--- config.mk ---
export PLATFORM = sky130hd
export DESIGN_NAME = ser_reg_rd_slave
export DESIGN_NICKNAME = d
export VERILOG_FILES = /design/src/rtl/ser_rd_pkg.sv /design/src/rtl/ser_in_sync.sv /design/src/rtl/ser_frame_ctrl.sv /design/src/rtl/ser_bit_sel.sv /design/src/rtl/ser_reg_rd_slave.sv
export SDC_FILE = /design/constraint.sdc
export NUM_CORES = 1
export LEC_CHECK = 0
export ABC_AREA = 1
export BUFFER_PORTS_ARGS = -buffer_cell sky130_fd_sc_hd__buf_2
export CELL_PAD_IN_SITES_DETAIL_PLACEMENT = 1
export CELL_PAD_IN_SITES_GLOBAL_PLACEMENT = 2
export CORE_AREA = 3 3 198 200
export DETAILED_ROUTE_END_ITERATION = 10
export DIE_AREA = 0 0 201 203
export PLACE_DENSITY = 0.86
export SYNTH_ARGS = -nofsm -noshare
export SYNTH_HDL_FRONTEND = slang
export SYNTH_SLANG_ARGS = --single-unit
--- constraint.sdc ---
create_clock -name clk_i -period 5.8 [get_ports clk_i]
set_clock_uncertainty 0.2 [all_clocks]
set_input_delay 0.58 -clock clk_i [delete_from_list [all_inputs] [get_ports clk_i]]
set_output_delay 0.58 -clock clk_i [all_outputs]
set_load 0.02 [all_outputs]
--- src/rtl/ser_rd_pkg.sv ---
package ser_rd_pkg;
  typedef enum logic [1:0] {
    ST_HDR  = 2'd0,
    ST_READ = 2'd1,
    ST_SKIP = 2'd2
  } frame_st_e;
endpackage

--- src/rtl/ser_in_sync.sv ---
module ser_in_sync #(
  parameter int          N       = 3,
  parameter int          STAGES  = 2,
  parameter int          CLK_BIT = 0,
  parameter logic [N-1:0] RST_VAL = '0
) (
  input  logic         clk_i,
  input  logic         rst_ni,
  input  logic [N-1:0] async_i,
  output logic [N-1:0] level_o,
  output logic         clk_rise_o,
  output logic         clk_fall_o
);
  logic [N-1:0] stage_q [STAGES];
  logic         clk_prev_q;

  for (genvar s = 0; s < STAGES; s++) begin : g_stage
    always_ff @(posedge clk_i or negedge rst_ni) begin
      if (!rst_ni)      stage_q[s] <= RST_VAL;
      else if (s == 0)  stage_q[s] <= async_i;
      else              stage_q[s] <= stage_q[(s > 0) ? s-1 : 0];
    end
  end

  always_ff @(posedge clk_i or negedge rst_ni) begin
    if (!rst_ni) clk_prev_q <= RST_VAL[CLK_BIT];
    else         clk_prev_q <= stage_q[STAGES-1][CLK_BIT];
  end

  assign level_o    = stage_q[STAGES-1];
  assign clk_rise_o = level_o[CLK_BIT] & ~clk_prev_q;
  assign clk_fall_o = ~level_o[CLK_BIT] & clk_prev_q;
endmodule

--- src/rtl/ser_frame_ctrl.sv ---
module ser_frame_ctrl
  import ser_rd_pkg::*;
#(
  parameter int ADDR_W   = 4,
  parameter int ONES_LEN = 32,
  localparam int CNT_W   = $clog2(ONES_LEN + 1),
  localparam int HC_W    = $clog2(ADDR_W + 1)
) (
  input  logic              clk_i,
  input  logic              rst_ni,
  input  logic              active_i,
  input  logic              rise_i,
  input  logic              fall_i,
  input  logic              din_i,
  output frame_st_e         state_o,
  output logic [ADDR_W-1:0] addr_o,
  output logic [CNT_W-1:0]  idx_o,
  output logic              load_o,
  output logic              shift_o
);
  frame_st_e         state_q;
  logic [HC_W-1:0]   hcnt_q;
  logic [ADDR_W-1:0] addr_q;
  logic [CNT_W-1:0]  idx_q;
  logic              hdr_last;

  assign hdr_last = (hcnt_q == HC_W'(ADDR_W));
  assign load_o   = active_i && (state_q == ST_HDR) && rise_i && hdr_last && !din_i;
  assign shift_o  = active_i && (state_q == ST_READ) && fall_i;

  always_ff @(posedge clk_i or negedge rst_ni) begin
    if (!rst_ni) begin
      state_q <= ST_HDR;
      hcnt_q  <= '0;
      addr_q  <= '0;
      idx_q   <= '0;
    end else if (!active_i) begin
      state_q <= ST_HDR;
      hcnt_q  <= '0;
      addr_q  <= '0;
      idx_q   <= '0;
    end else begin
      unique case (state_q)
        ST_HDR: if (rise_i) begin
          if (hdr_last) state_q <= din_i ? ST_SKIP : ST_READ;
          else begin
            addr_q <= {addr_q[ADDR_W-2:0], din_i};
            hcnt_q <= hcnt_q + 1'b1;
          end
        end
        ST_READ: if (fall_i && idx_q != CNT_W'(ONES_LEN)) idx_q <= idx_q + 1'b1;
        default: ;
      endcase
    end
  end

  assign state_o = state_q;
  assign addr_o  = addr_q;
  assign idx_o   = idx_q;


  idx_mono_chk: assert property (@(posedge clk_i) disable iff (!rst_ni)
    (active_i && state_q == ST_READ && $past(state_q == ST_READ)) |-> (idx_q >= $past(idx_q)));


  hdr_addr_frozen_chk: assert property (@(posedge clk_i) disable iff (!rst_ni)
    (state_q != ST_HDR && $past(state_q != ST_HDR) && active_i) |-> $stable(addr_q));
endmodule

--- src/rtl/ser_bit_sel.sv ---
module ser_bit_sel #(
  parameter int                        ADDR_W     = 4,
  parameter int                        DATA_W     = 32,
  parameter int                        ONES_LEN   = 32,
  localparam int                       NREG       = 2 ** ADDR_W,
  localparam int                       WF_W       = $clog2(DATA_W + 1),
  localparam int                       CNT_W      = $clog2(ONES_LEN + 1),
  localparam int                       POS_W      = $clog2(DATA_W),
  parameter logic [NREG-1:0]           VALID_MASK = '1,
  parameter logic [NREG*WF_W-1:0]      REG_W_TAB  = '0
) (
  input  logic [DATA_W-1:0] data_i,
  input  logic [ADDR_W-1:0] addr_i,
  input  logic [CNT_W-1:0]  idx_i,
  output logic              bit_o
);
  logic [WF_W-1:0]  width;
  logic [POS_W-1:0] pos;

  always_comb begin
    width = REG_W_TAB[addr_i*WF_W +: WF_W];
    pos   = POS_W'(int'(width) - 1 - int'(idx_i));
    if (!VALID_MASK[addr_i])            bit_o = (int'(idx_i) < ONES_LEN);
    else if (int'(idx_i) < int'(width)) bit_o = data_i[pos];
    else                                bit_o = 1'b0;
  end
endmodule

--- src/rtl/ser_reg_rd_slave.sv ---
module ser_reg_rd_slave
  import ser_rd_pkg::*;
#(
  parameter int  ADDR_W     = 4,
  parameter int  DATA_W     = 32,
  parameter int  ONES_LEN   = 32,
  parameter int  SYNC_STG   = 2,
  localparam int NREG       = 2 ** ADDR_W,
  localparam int WF_W       = $clog2(DATA_W + 1),
  localparam int CNT_W      = $clog2(ONES_LEN + 1),
  parameter logic [NREG-1:0]      VALID_MASK = 16'h5B5F,
  parameter logic [NREG*WF_W-1:0] REG_W_TAB  = {6'd1, 6'd2, 6'd1, 6'd31, 6'd3, 6'd1, 6'd12, 6'd5,
                                                6'd1, 6'd24, 6'd1, 6'd16, 6'd8, 6'd1, 6'd32, 6'd10}
) (
  input  logic                   clk_i,
  input  logic                   rst_ni,
  input  logic                   sel_ni,
  input  logic                   sclk_i,
  input  logic                   sdata_i,
  output logic                   sdata_o,
  output logic                   sdata_oe_o,
  input  logic [NREG*DATA_W-1:0] regs_i
);
  logic [2:0]        lvl;
  logic              rise, fall, active;
  frame_st_e         state;
  logic [ADDR_W-1:0] addr;
  logic [CNT_W-1:0]  idx;
  logic              load, shift, nxt_bit;
  logic [DATA_W-1:0] snap_q;

  // bit 0 sclk, bit 1 sdata, bit 2 select
  ser_in_sync #(.N(3), .STAGES(SYNC_STG), .CLK_BIT(0), .RST_VAL(3'b100)) i_sync (
    .clk_i, .rst_ni,
    .async_i    ({sel_ni, sdata_i, sclk_i}),
    .level_o    (lvl),
    .clk_rise_o (rise),
    .clk_fall_o (fall)
  );

  assign active = ~lvl[2];

  ser_frame_ctrl #(.ADDR_W(ADDR_W), .ONES_LEN(ONES_LEN)) i_ctrl (
    .clk_i, .rst_ni,
    .active_i (active),
    .rise_i   (rise),
    .fall_i   (fall),
    .din_i    (lvl[1]),
    .state_o  (state),
    .addr_o   (addr),
    .idx_o    (idx),
    .load_o   (load),
    .shift_o  (shift)
  );

  always_ff @(posedge clk_i or negedge rst_ni) begin
    if (!rst_ni)   snap_q <= '0;
    else if (load) snap_q <= regs_i[addr*DATA_W +: DATA_W];
  end

  ser_bit_sel #(
    .ADDR_W(ADDR_W), .DATA_W(DATA_W), .ONES_LEN(ONES_LEN),
    .VALID_MASK(VALID_MASK), .REG_W_TAB(REG_W_TAB)
  ) i_bsel (
    .data_i (snap_q),
    .addr_i (addr),
    .idx_i  (idx),
    .bit_o  (nxt_bit)
  );

  always_ff @(posedge clk_i or negedge rst_ni) begin
    if (!rst_ni) begin
      sdata_o    <= 1'b0;
      sdata_oe_o <= 1'b0;
    end else if (!active) begin
      sdata_o    <= 1'b0;
      sdata_oe_o <= 1'b0;
    end else if (shift) begin
      sdata_o    <= nxt_bit;
      sdata_oe_o <= 1'b1;
    end
  end


  desel_oe_chk: assert property (@(posedge clk_i) disable iff (!rst_ni)
    !active |=> !sdata_oe_o);


  oe_on_fall_chk: assert property (@(posedge clk_i) disable iff (!rst_ni)
    $rose(sdata_oe_o) |-> ($past(state) == ST_READ && !lvl[0]));


  data_hold_chk: assert property (@(posedge clk_i) disable iff (!rst_ni)
    (sdata_oe_o && $past(sdata_oe_o) && !$past(shift)) |-> $stable(sdata_o));


  skip_quiet_chk: assert property (@(posedge clk_i) disable iff (!rst_ni)
    (state == ST_SKIP && $past(state == ST_SKIP)) |-> !sdata_oe_o);


  snap_hold_chk: assert property (@(posedge clk_i) disable iff (!rst_ni)
    (state == ST_READ && $past(state == ST_READ)) |-> $stable(snap_q));
endmodule

==> results.md, run 1 <==
- Status: complete, no violations
- Pin count of the biggest net entering global routing: 113
- # IOs: 519
- First-pass GRT wire length: 70,300 microns
- CTS tree: built
- Critical path class: reg -> reg
- DR vias: 10,900
- Gr ovfl total: 0
- Worst vdd ir: 0.0000911 V
- Most instantiated cells after synthesis: nor2_1 (295), o21ai_0 (231), nand2_1 (148)
- Synth warnings: 0
- Clk sink count: 56
- Per-cell routed wire length: 21.9 microns
- Die Span Y: 203 microns
- Fillcell total: 5,017
- H-tree levels: 2
- Initial Util: 0.198
- First drt pass iteration count: 5
- WP data required: 5.86 ns
- Syn_area_per_cell: 5.91 sq um
- Leak pwr: 4.93 nW
- Setup Fix Bufs, Post-CTS: 0
- Count leader, synth: nor2_1
- Total CTS buffers: 5
- Clk buf depth: 2
- DRC violation count after routing: 0
- Critical Path AT: 4.01 ns
- Synth cell types: 40
- Total length of routed wires: 48,300 microns
- Dpl cells: 2,186
- Initial antenna violation count: 16
- Yosys reg bits: 56
- Clk pin slew, worst setup/hold paths: 0.09 ns
- Pwr dens: 157 nW/um^2
- Final setup TNS: 0 ns
- Mapped Area: 7440 sq um
- Post-synth EDFFs: 0
- Core area: 37,600 sq um
- Post-synth top area cell: dfrtp_1
- Final Non-Filler Cells: 2,202
- Slew headroom: 0.269
- IO Port Bufs: 518
- CTS resizes: 0
- Dominant synthesized flop cell: dfrtp_1
- Unrepaired setup endpoints after global routing: no
- Root Buffer Master: clkbuf_16
- Layout cells sized above 1: 0.335
- Crit path time final: 3.95 ns
- Routed Antenna Nets: 0
- Vias per cell: 4.97
- DR iter-0 viols: 591
- Tcrit/Tclk final: 0.680
- Final core utilization: 0.277
- Placer Congestion: 0.939
- Final #Nets: 2,220
- Post-detail-place hpwl: 39,400 microns
- Post-Syn Instances: 1,259
- GR Util All Layers: 0.223
- Top cell type's share of synthesized area: 0.182
- Final Slew Violations: 0
- Combined area of the multi-input logic cells: 5290 sq um
- Worst slew pin tran: 1.10 ns
- Worst Setup Start Kind: flip-flop
- Max-cap violations: 0
- Reg area: 1410 sq um
- Vias in the first global route: 11,300
- HP Class: reg -> reg
- Hold Buf Count CTS: 0
- DIE WIDTH: 201 microns
- Final setup violation count: 0
- Area grow syn2layout: 39.7%
- Crit-path max FO: 88
- Clock Latency Late Sink: 0.32 ns
- Post-synth ARST share: 1.00
- Row cnt: 71
- Final Hold Fails: 0
- Area contributors post-synth: dfrtp_1 (18%), o21ai_0 (16%), nor2_1 (15%), nand2_1 (7.5%), o22ai_1 (6.5%)
- Total die area: 40,800 sq um
- Critical Path End Type: flip-flop
- Seq/Total Area, Yosys: 0.189
- Max Clk Rate: 253 MHz
- Post-Syn Nets: 1,797
sequential cells by signal (all words and copies together) (netlist names):
signal,cells
snap_q,32
i_ctrl.idx_o,6
i_ctrl.addr_o,4
i_ctrl.hcnt_q,3
i_sync.level_o,3
i_sync.stage_q,3
i_ctrl.state_o,2
i_sync.clk_prev_q,1
sdata_o,1
sdata_oe_o,1
metal layers:
metal / vias to the layer above / global-route usage / share of wire
met4: 6 / 0.0647 / 0.027
li1: 5234 / - / -
met1: 5201 / 0.269 / 0.42
met5: - / 0 / 0.00079
met3: 65 / 0.0415 / 0.063
met2: 434 / 0.404 / 0.49
worst max-delay path, stage by stage (launching register included):
cell	delay (ns)
dfrtp_4	0.43
buf_4	0.67
ha_1	0.31
nand2_1	0.07
nand3_1	0.12
o211ai_1	0.12
inv_1	0.09
ha_1	0.16
inv_1	0.06
fa_1	0.74
inv_1	0.25
nand3_1	0.15
nand3_1	0.09
nand2_1	0.07
nand2_1	0.04
nand3_1	0.07
nand3_1	0.07
nand2_1	0.06
nand2_1	0.05
nand2_1	0.06
stage by stage:
stage	setup slack (ns)	hold WS, ns	instance area, sq um	power [mW]
floorplan	2.43	0.0844	7440	0.875
global placement	1.91	0.137	10200	1.23
detailed placement	1.85	0.140	10200	1.24
CTS	1.82	0.153	10400	1.66
global route	1.52	0.156	10400	1.75
finish	1.85	0.157	10400	1.63
path summary, 6_finish.rpt:
check / start / to / slack, ns / cells after the start
max in group asynchronous: rst_ni / i_ctrl.addr_o[0] / 4.57 / 2
min in group asynchronous: rst_ni / i_sync.level_o[1] / 0.22 / 2
max reg2reg: i_ctrl.addr_o[1] / sdata_o / 1.85 / 19
min: i_sync.stage_q[4] / i_sync.level_o[1] / 0.16 / 0
max: i_ctrl.addr_o[1] / sdata_o / 1.85 / 19
min reg2reg: i_sync.stage_q[4] / i_sync.level_o[1] / 0.16 / 0
layout make-up:
type,count,area share
repair buffers,531,0.259
clock buffers,6,0.0124
clock inverters,2,0.00578
inverters,41,0.0154
multi-input cells,1047,0.508
well taps,511,0.0615
flip-flops and latches,56,0.136
diodes,8,0.00193
report_power, final:
| group | leakage [nW] | switching, mW | internal (mW) |
|---|---|---|---|
| combinational | 4.13 | 0.481 | 0.310 |
| clock | 0.0911 | 0.158 | 0.248 |
| sequential | 0.713 | 0.0222 | 0.409 |
| total | 4.93 | 0.661 | 0.968 |
cell usage in the layout, fill, tap and decap left out, drive strengths merged:
master and count:
o21a 17, a31oi 1, nor4 2, clkbuf 6
or2 15, bufinv 2, o21ai 270, o211ai 51
nor3 3, nand4 1, a2bb2oi 9, clkinv 2
dfstp 2, nand3 80, o221ai 14, o21bai 1
a21oi 36, a211oi 2, nand3b 1, buf 531
inv 39, o22ai 77, fa 1, dfrtp 54
o32ai 1, nand2 148, ha 20, xor2 1
diode 8, nor2 296
cells by family (layout without fill, tap and decap cells):
kind of cell               count (synthesis)  after routing  share of synthesized area
buffers and inverters                    156            580                      0.102
DFF                                       56             56                      0.189
AOI/OAI and AO/OA                        479            479                      0.373
other                                      0              8                          0
and+or+nand+nor                          546            546                      0.298
xor gates and xnor gates                   1              1                    0.00118
adders and majority gates                 21             21                     0.0363
Note: power is estimated with default switching activity, not from simulation.
==> run 2: changes to the inputs <==
CORE_AREA = unset   (was 3 3 198 200)
CORE_MARGIN = 3   (was unset)
CORE_UTILIZATION = 17   (was unset)
DIE_AREA = unset   (was 0 0 201 203)
PLACE_DENSITY = 0.8   (was 0.86)
clock period = 3.22 ns   (was 5.8 ns; I/O delays follow)
==> results.md, run 2 (synthesis results as in run 1) <==
- FF-to-FF setup slack: 0.13 ns (was 1.85 ns)
- Worst hold slack: -0.00981 ns (was 0.157 ns)
- Clock Latency Late Sink: 0.31 ns (was 0.32 ns)
- # IOs: 519 (unchanged)
- Gr busiest metal: met2 (unchanged)
- Row cnt: 76 (was 71)
- Final core utilization: 0.247 (was 0.277)
- Status: finished with violations (was complete, no violations)
- Clk pin slew, worst setup/hold paths: 0.08 ns (was 0.09 ns)
- Total length of routed wires: 48,500 microns (was 48,300 microns)
- H-tree levels: 2 (unchanged)
- Largest register FFs: 32 (unchanged)
- Vias in the first global route: 11,600 (was 11,300)
- Placer Congestion: 0.952 (was 0.939)
- Worst path slowest cell: fa_2 (was fa_1)
- Reg2Reg Launch Point: i_ctrl.addr_o[0] (was i_ctrl.addr_o[1])
- Vias per cell: 4.82 (was 4.97)
- Sequential share of power: 0.273 (was 0.265)
- HP Class: in -> async (was reg -> reg)
- Most common cell after layout, fill and taps aside: buf_2 (unchanged)
- DR iter-0 viols: 552 (was 591)
- DR vias: 11,100 (was 10,900)
- Most frequent cells in the layout: buf_2 (518), nor2_1 (294), o21ai_0 (231) (unchanged)
- Initial Util: 0.172 (was 0.198)
- WP data required: 3.23 ns (was 5.86 ns)
- Unrepaired setup endpoints after global routing: no (unchanged)
- Logic pwr share: 0.526 (was 0.486)
- Final setup TNS: 0 ns (unchanged)
- Critical path class: reg -> reg (unchanged)
- FF-to-FF End: sdata_o (unchanged)
- Switching Fraction: 0.427 (was 0.406)
- Pwr dens: 265 nW/um^2 (was 157 nW/um^2)
- Gr ovfl total: 0 (unchanged)
- Internal power: 1.62 mW (was 968 uW)
- Final Slew Violations: 0 (unchanged)
- Worst Setup Start Kind: flip-flop (unchanged)
- CP most frequent cell: nand2_1 (unchanged)
- Slew headroom: 0.291 (was 0.269)
- Root Buffer Master: clkbuf_16 (unchanged)
- First-pass GRT wire length: 71,400 microns (was 70,300 microns)
- Tcrit/Tclk final: 0.959 (was 0.680)
- Worst slew pin tran: 1.06 ns (was 1.10 ns)
- Crit-path max FO: 5 (was 88)
- Initial antenna violation count: 14 (was 16)
- Total CTS buffers: 5 (unchanged)
- Die Span Y: 215 microns (was 203 microns)
- IO Port Bufs: 518 (unchanged)
- Core area: 43,200 sq um (was 37,600 sq um)
- Final #Nets: 2,239 (was 2,220)
- DRC violation count after routing: 0 (unchanged)
- M2 GR Usage: 0.365 (was 0.404)
- Layout cells sized above 1: 0.345 (was 0.335)
- Max-cap violations: 0 (unchanged)
- Post-detail-place hpwl: 39,900 microns (was 39,400 microns)
- Clock power frac: 0.202 (was 0.249)
- Total die area: 46,300 sq um (was 40,800 sq um)
- R2R depth: 19 (unchanged)
- Clk buf depth: 2 (unchanged)
- Biggest register: snap_q (unchanged)
- DIE WIDTH: 215 microns (was 201 microns)
- Clk sink count: 56 (unchanged)
- Crit path time final: 3.09 ns (was 3.95 ns)
- Routed Antenna Nets: 0 (unchanged)
- CTS tree: built (unchanged)
- Met1 usage: 0.243 (was 0.269)
- Worst vdd ir: 0.000181 V (was 0.0000911 V)
- Area grow syn2layout: 43.1% (was 39.7%)
- Critical Path AT: 3.10 ns (was 4.01 ns)
- First drt pass iteration count: 5 (unchanged)
- Worst path max stage delay: 0.56 ns (was 0.74 ns)
- Leak pwr: 5.01 nW (was 4.93 nW)
- GRT met3 Usage: 0.0280 (was 0.0415)
- GR Util All Layers: 0.199 (was 0.223)
- Per-cell routed wire length: 21.1 microns (was 21.9 microns)
- Final Hold Fails: 8 (was 0)
- Critical Path End Type: flip-flop (unchanged)
- Switch Pwr: 1.20 mW (was 661 uW)
- Max Clk Rate: 324 MHz (was 253 MHz)
- Sequence of cells on the critical path: inv_6 > ha_2 > nand2_1 > nand3_1 > o211ai_1 > inv_1 > ha_2 > inv_1 > fa_2 > buf_4 > nand3_1 > nand2_1 > nand2_1 > nand3_1 > nand3b_1 > nand3_1 > nand2_1 > nand2_1 > nand2_1 (was buf_4 > ha_1 > nand2_1 > nand3_1 > o211ai_1 > inv_1 > ha_1 > inv_1 > fa_1 > inv_1 > nand3_1 > nand3_1 > nand2_1 > nand2_1 > nand3_1 > nand3_1 > nand2_1 > nand2_1 > nand2_1)
- Failing checks: hold timing
- Pin count of the biggest net entering global routing: 148 (was 113)
- Final setup violation count: 0 (unchanged)
==> run 2: changes by cell type in the layout (fill, tap and decap cells not counted), moves of 2 or more <==
cell	delta
bufinv_16	-2
inv_2	+3
dlygate4sd3_1	+3
buf_12	+2
inv_1	-2
ha_2	+2
ha_1	-3
buf_4	+14
==> run 2: what timing repair did <==
| item | CTS | global route |
|---|---|---|
| endpoints found under the setup margin | 0 | 1 |
| hold endpoints to repair | 3 | 0 |
| resized for setup | 0 | 8 |
| buffers inserted | 0 | 2 |
| hold buffers | 3 | 0 |
==> run 2: power by group through the flow <==
stage / Sequential [mW] / Combinational [mW] / Clock (mW)
5_1_grt: 0.774 / 1.65 / 0.637
2_1_floorplan: 0.765 / 0.814 / 0
3_3_place_gp: 0.783 / 1.46 / 0
4_1_cts: 0.771 / 1.49 / 0.600
3_5_place_dp: 0.785 / 1.48 / 0
6_report: 0.769 / 1.48 / 0.569
==> run 2: cell type report <==
class	count	area, sq um
Tap cell	585	732
Sequential cell	56	1410
Antenna cell	7	17.5
Multi-Input combinational cell	1047	5320
Inverter	41	160
Fill cell	5691	32500
Clock buffer	6	129
Timing Repair Buffer	550	2870
Clock inverter	2	13.8
==> run 2: how the worst max path moves through the flow <==
stage	from	endpoint	slack, ns	cells past startpoint
3_5_place_dp	i_ctrl.addr_o[0]	sdata_o	0.11	18
5_1_grt	i_ctrl.addr_o[0]	sdata_o	0.002	19
6_report	i_ctrl.addr_o[0]	sdata_o	0.13	19
4_1_cts	i_ctrl.addr_o[0]	sdata_o	0.08	18
2_1_floorplan	i_ctrl.addr_o[0]	sdata_o	0.04	22
3_3_place_gp	i_ctrl.addr_o[0]	sdata_o	0.20	18
==> run 2: metrics by stage <==
step / instance area (sq um) / instances / total power [mW] / hold slack (ns) / worst slack [ns]
detailed placement: 10400 / 2274 / 2.27 / 0.147 / 0.110
global placement: 10400 / 2274 / 2.25 / 0.140 / 0.200
floorplan: 7440 / 1259 / 1.58 / -0.174 / 0.0379
finish: 10600 / 2294 / 2.82 / -0.00981 / 0.131
CTS: 10600 / 2285 / 2.86 / 0.0324 / 0.0846
global route: 10600 / 2293 / 3.06 / 0.0569 / 0.00169
==> run 2: metal layers <==
metal  vias up  wire [microns]
li1       5290               -
met1      5278           20400
met2       437           24300
met3        55            2820
met4         2             951
met5         -              13
==> run 2: worst max-delay path: cells and delay by family (launching register included) <==
kind,cells,cell delay [ns]
adder cells (fa/ha/maj),3,0.93
buffers and inverters,4,0.40
flip-flops,1,0.53
AND/OR/NAND/NOR,11,0.85
AO/OA/AOI/OAI,1,0.10
==> run 3: changes to the inputs <==
CORE_UTILIZATION = 18   (was 17)
PLACE_DENSITY = 0.83   (was 0.8)
SYNTH_HIERARCHICAL = 1   (was unset)
==> results.md, run 3 <==
- Final Non-Filler Cells: 2,658 (was 2,294)
- Setup WS pre-CTS: -0.0638 ns (was 0.110 ns)
- WP data required: 3.26 ns (was 3.23 ns)
- Layout cells sized above 1: 0.298 (was 0.345)
- Leak pwr: 6.37 nW (was 5.01 nW)
- Fin worst setup slack: 0.170 ns (was 0.131 ns)
- Clk sink count: 56 (unchanged)
- Most frequent cells in the layout: nand2_1 (854), buf_2 (518), nand3_1 (416) (was buf_2 (518), nor2_1 (294), o21ai_0 (231))
- Post-Syn Instances: 1,592 (was 1,259)
- Post-route cell area: 11,700 sq um (was 10,600 sq um)
- Synth warnings: 6 (was 0)
- Vias per cell: 4.57 (was 4.82)
- # IOs: 519 (unchanged)
- Gr ovfl total: 0 (unchanged)
- Dpl cells: 2,624 (was 2,274)
- Row cnt: 78 (was 76)
- Vias in the first global route: 12,900 (was 11,600)
- Slew headroom: 0.171 (was 0.291)
- Placer Congestion: 0.887 (was 0.952)
- Total CTS buffers: 5 (unchanged)
- Max-cap violations: 0 (unchanged)
- Clk buf depth: 2 (unchanged)
- Core area: 45,600 sq um (was 43,200 sq um)
- Total length of routed wires: 50,800 microns (was 48,500 microns)
- Post-detail-place hpwl: 41,700 microns (was 39,900 microns)
- DR iter-0 viols: 592 (was 552)
- Final #Nets: 2,578 (was 2,239)
- Critical Path End Type: flip-flop (unchanged)
- Worst Setup Start Kind: flip-flop (unchanged)
- Most common cell after layout, fill and taps aside: nand2_1 (was buf_2)
- Worst vdd ir: 0.000201 V (was 0.000181 V)
- Worst slew pin tran: 1.24 ns (was 1.06 ns)
- Fillcell total: 6,179 (was 5,691)
- CTS tree: built (unchanged)
- Pin count of the biggest net entering global routing: 145 (was 148)
- Crit-path max FO: 8 (was 5)
- Tcrit/Tclk final: 0.947 (was 0.959)
- Critical path class: reg -> reg (unchanged)
- Placed instance area: 11,300 sq um (was 10,400 sq um)
- Largest register FFs: 32 (unchanged)
- Total die area: 49,000 sq um (was 46,300 sq um)
- Per-cell routed wire length: 19.1 microns (was 21.1 microns)
- Crit path time final: 3.05 ns (was 3.09 ns)
- Total design power: 2.39 mW (was 2.82 mW)
- Biggest register: snap_q (unchanged)
- Final setup violation count: 0 (unchanged)
- Routed Antenna Nets: 0 (unchanged)
- Pwr dens: 205 nW/um^2 (was 265 nW/um^2)
- Initial Util: 0.183 (was 0.172)
- H-tree levels: 2 (unchanged)
- Initial antenna violation count: 21 (was 14)
- Post-Syn Nets: 2,130 (was 1,797)
- Syn_area_per_cell: 5.25 sq um (was 5.91 sq um)
- First drt pass iteration count: 5 (unchanged)
- Die Span Y: 221 microns (was 215 microns)
- Clock Latency Late Sink: 0.31 ns (about the same)
- HP Class: reg -> reg (was in -> async)
- First-pass GRT wire length: 75,300 microns (was 71,400 microns)
- Clk pin slew, worst setup/hold paths: 0.08 ns (about the same)
- DRC violation count after routing: 0 (unchanged)
- Critical Path AT: 3.09 ns (was 3.10 ns)
- GR Util All Layers: 0.196 (was 0.199)
- Root Buffer Master: clkbuf_16 (unchanged)
- Worst hold slack: 0.154 ns (was -0.00981 ns)
- Status: complete, no violations (was finished with violations)
- Mapped Area: 8350 sq um (was 7440 sq um)
- DR vias: 12,200 (was 11,100)
- IO Port Bufs: 518 (unchanged)
- Max Clk Rate: 328 MHz (was 324 MHz)
- Final Hold Fails: 0 (was 8)
- Final Slew Violations: 0 (unchanged)
- Area grow syn2layout: 39.6% (was 43.1%)
- DIE WIDTH: 221 microns (was 215 microns)
==> run 3: cell types whose count changed in the layout (fill, tap and decap cells not counted), moves of 7 or more <==
cell | previous run | this run
a21oi_1 | 36 | 6
a2bb2oi_1 | 9 | 0
buf_4 | 27 | 34
diode_2 | 7 | 17
nand2_1 | 148 | 854
nand3_1 | 78 | 416
nor2_1 | 294 | 26
o211ai_1 | 48 | 0
o21a_1 | 17 | 0
o21ai_0 | 231 | 4
o21ai_1 | 39 | 9
o221ai_1 | 14 | 0
o22ai_1 | 77 | 1
or2_2 | 9 | 1
==> run 3: final cells by class <==
class	count	area (sq um)	share of cell area
clock buffer	5	125	0.0107
timing repair buffer	562	3000	0.257
multi-input combinational	1369	6100	0.523
tap	600	751	0.0644
antenna	17	42.5	0.00365
clock inverter	3	27.5	0.00236
sequential	56	1420	0.121
inverter	46	204	0.0175
==> run 3: critical path, stage by stage (launching register included) <==
cell	delay (ns)
dfrtp_4	0.49
inv_1	0.09
nor2_1	0.05
inv_1	0.12
nand2_2	0.11
o2bb2ai_4	0.20
ha_4	0.16
inv_2	0.04
fa_2	0.60
clkinv_4	0.10
nor2_1	0.11
o21ai_1	0.08
nand2_1	0.06
nand2_1	0.05
nand3_1	0.09
nand3_2	0.07
nand2_2	0.08
nand2_1	0.07
nand2_1	0.07
inv_1	0.04
a21oi_1	0.12
==> run 3: final timing paths <==
| check | cells after the start | endpoint | slack, ns | startpoint |
|---|---|---|---|---|
| max | 20 | sdata_o | 0.17 | i_ctrl/addr_o[2] |
| min | 0 | i_sync/level_o[1] | 0.15 | i_sync/stage_q[4] |
| max reg2reg | 20 | sdata_o | 0.17 | i_ctrl/addr_o[2] |
| min reg2reg | 0 | i_sync/level_o[1] | 0.15 | i_sync/stage_q[4] |
| max in group asynchronous | 3 | snap_q[22] | 1.60 | rst_ni |
| min in group asynchronous | 2 | i_ctrl/idx_o[4] | 0.45 | rst_ni |
==> run 3: report_power, final <==
group	total, mW	internal [mW]	switching [mW]	leakage, nW
Sequential	0.735	0.723	0.0124	0.592
Clock	0.595	0.297	0.298	0.0720
Combinational	1.06	0.447	0.614	5.71
==> run 3: routing by layer <==
metal  GRT usage  vias to the layer above  part of all wire
li1            -                     6018                 -
met1       0.247                     5683              0.43
met2       0.338                      393              0.49
met3      0.0296                       62             0.049
met4      0.0716                        4             0.030
met5           0                        -           0.00053
==> run 3: stage by stage <==
| step | setup TNS, ns | util |
|---|---|---|
| floorplan | 0 | - |
| global placement | 0 | 0.248 |
| detailed placement | -0.0638 | 0.248 |
| CTS | 0 | 0.252 |
| global route | -0.0366 | 0.256 |
| finish | 0 | 0.256 |
==> run 3: what timing repair did <==
action	CTS	global route
hold endpoints to repair	35	0
setup buffers	0	5
gates resized for setup	2	23
pin swaps	0	6
setup endpoints to repair	1	1
cloned	0	0
hold buffers	4	0
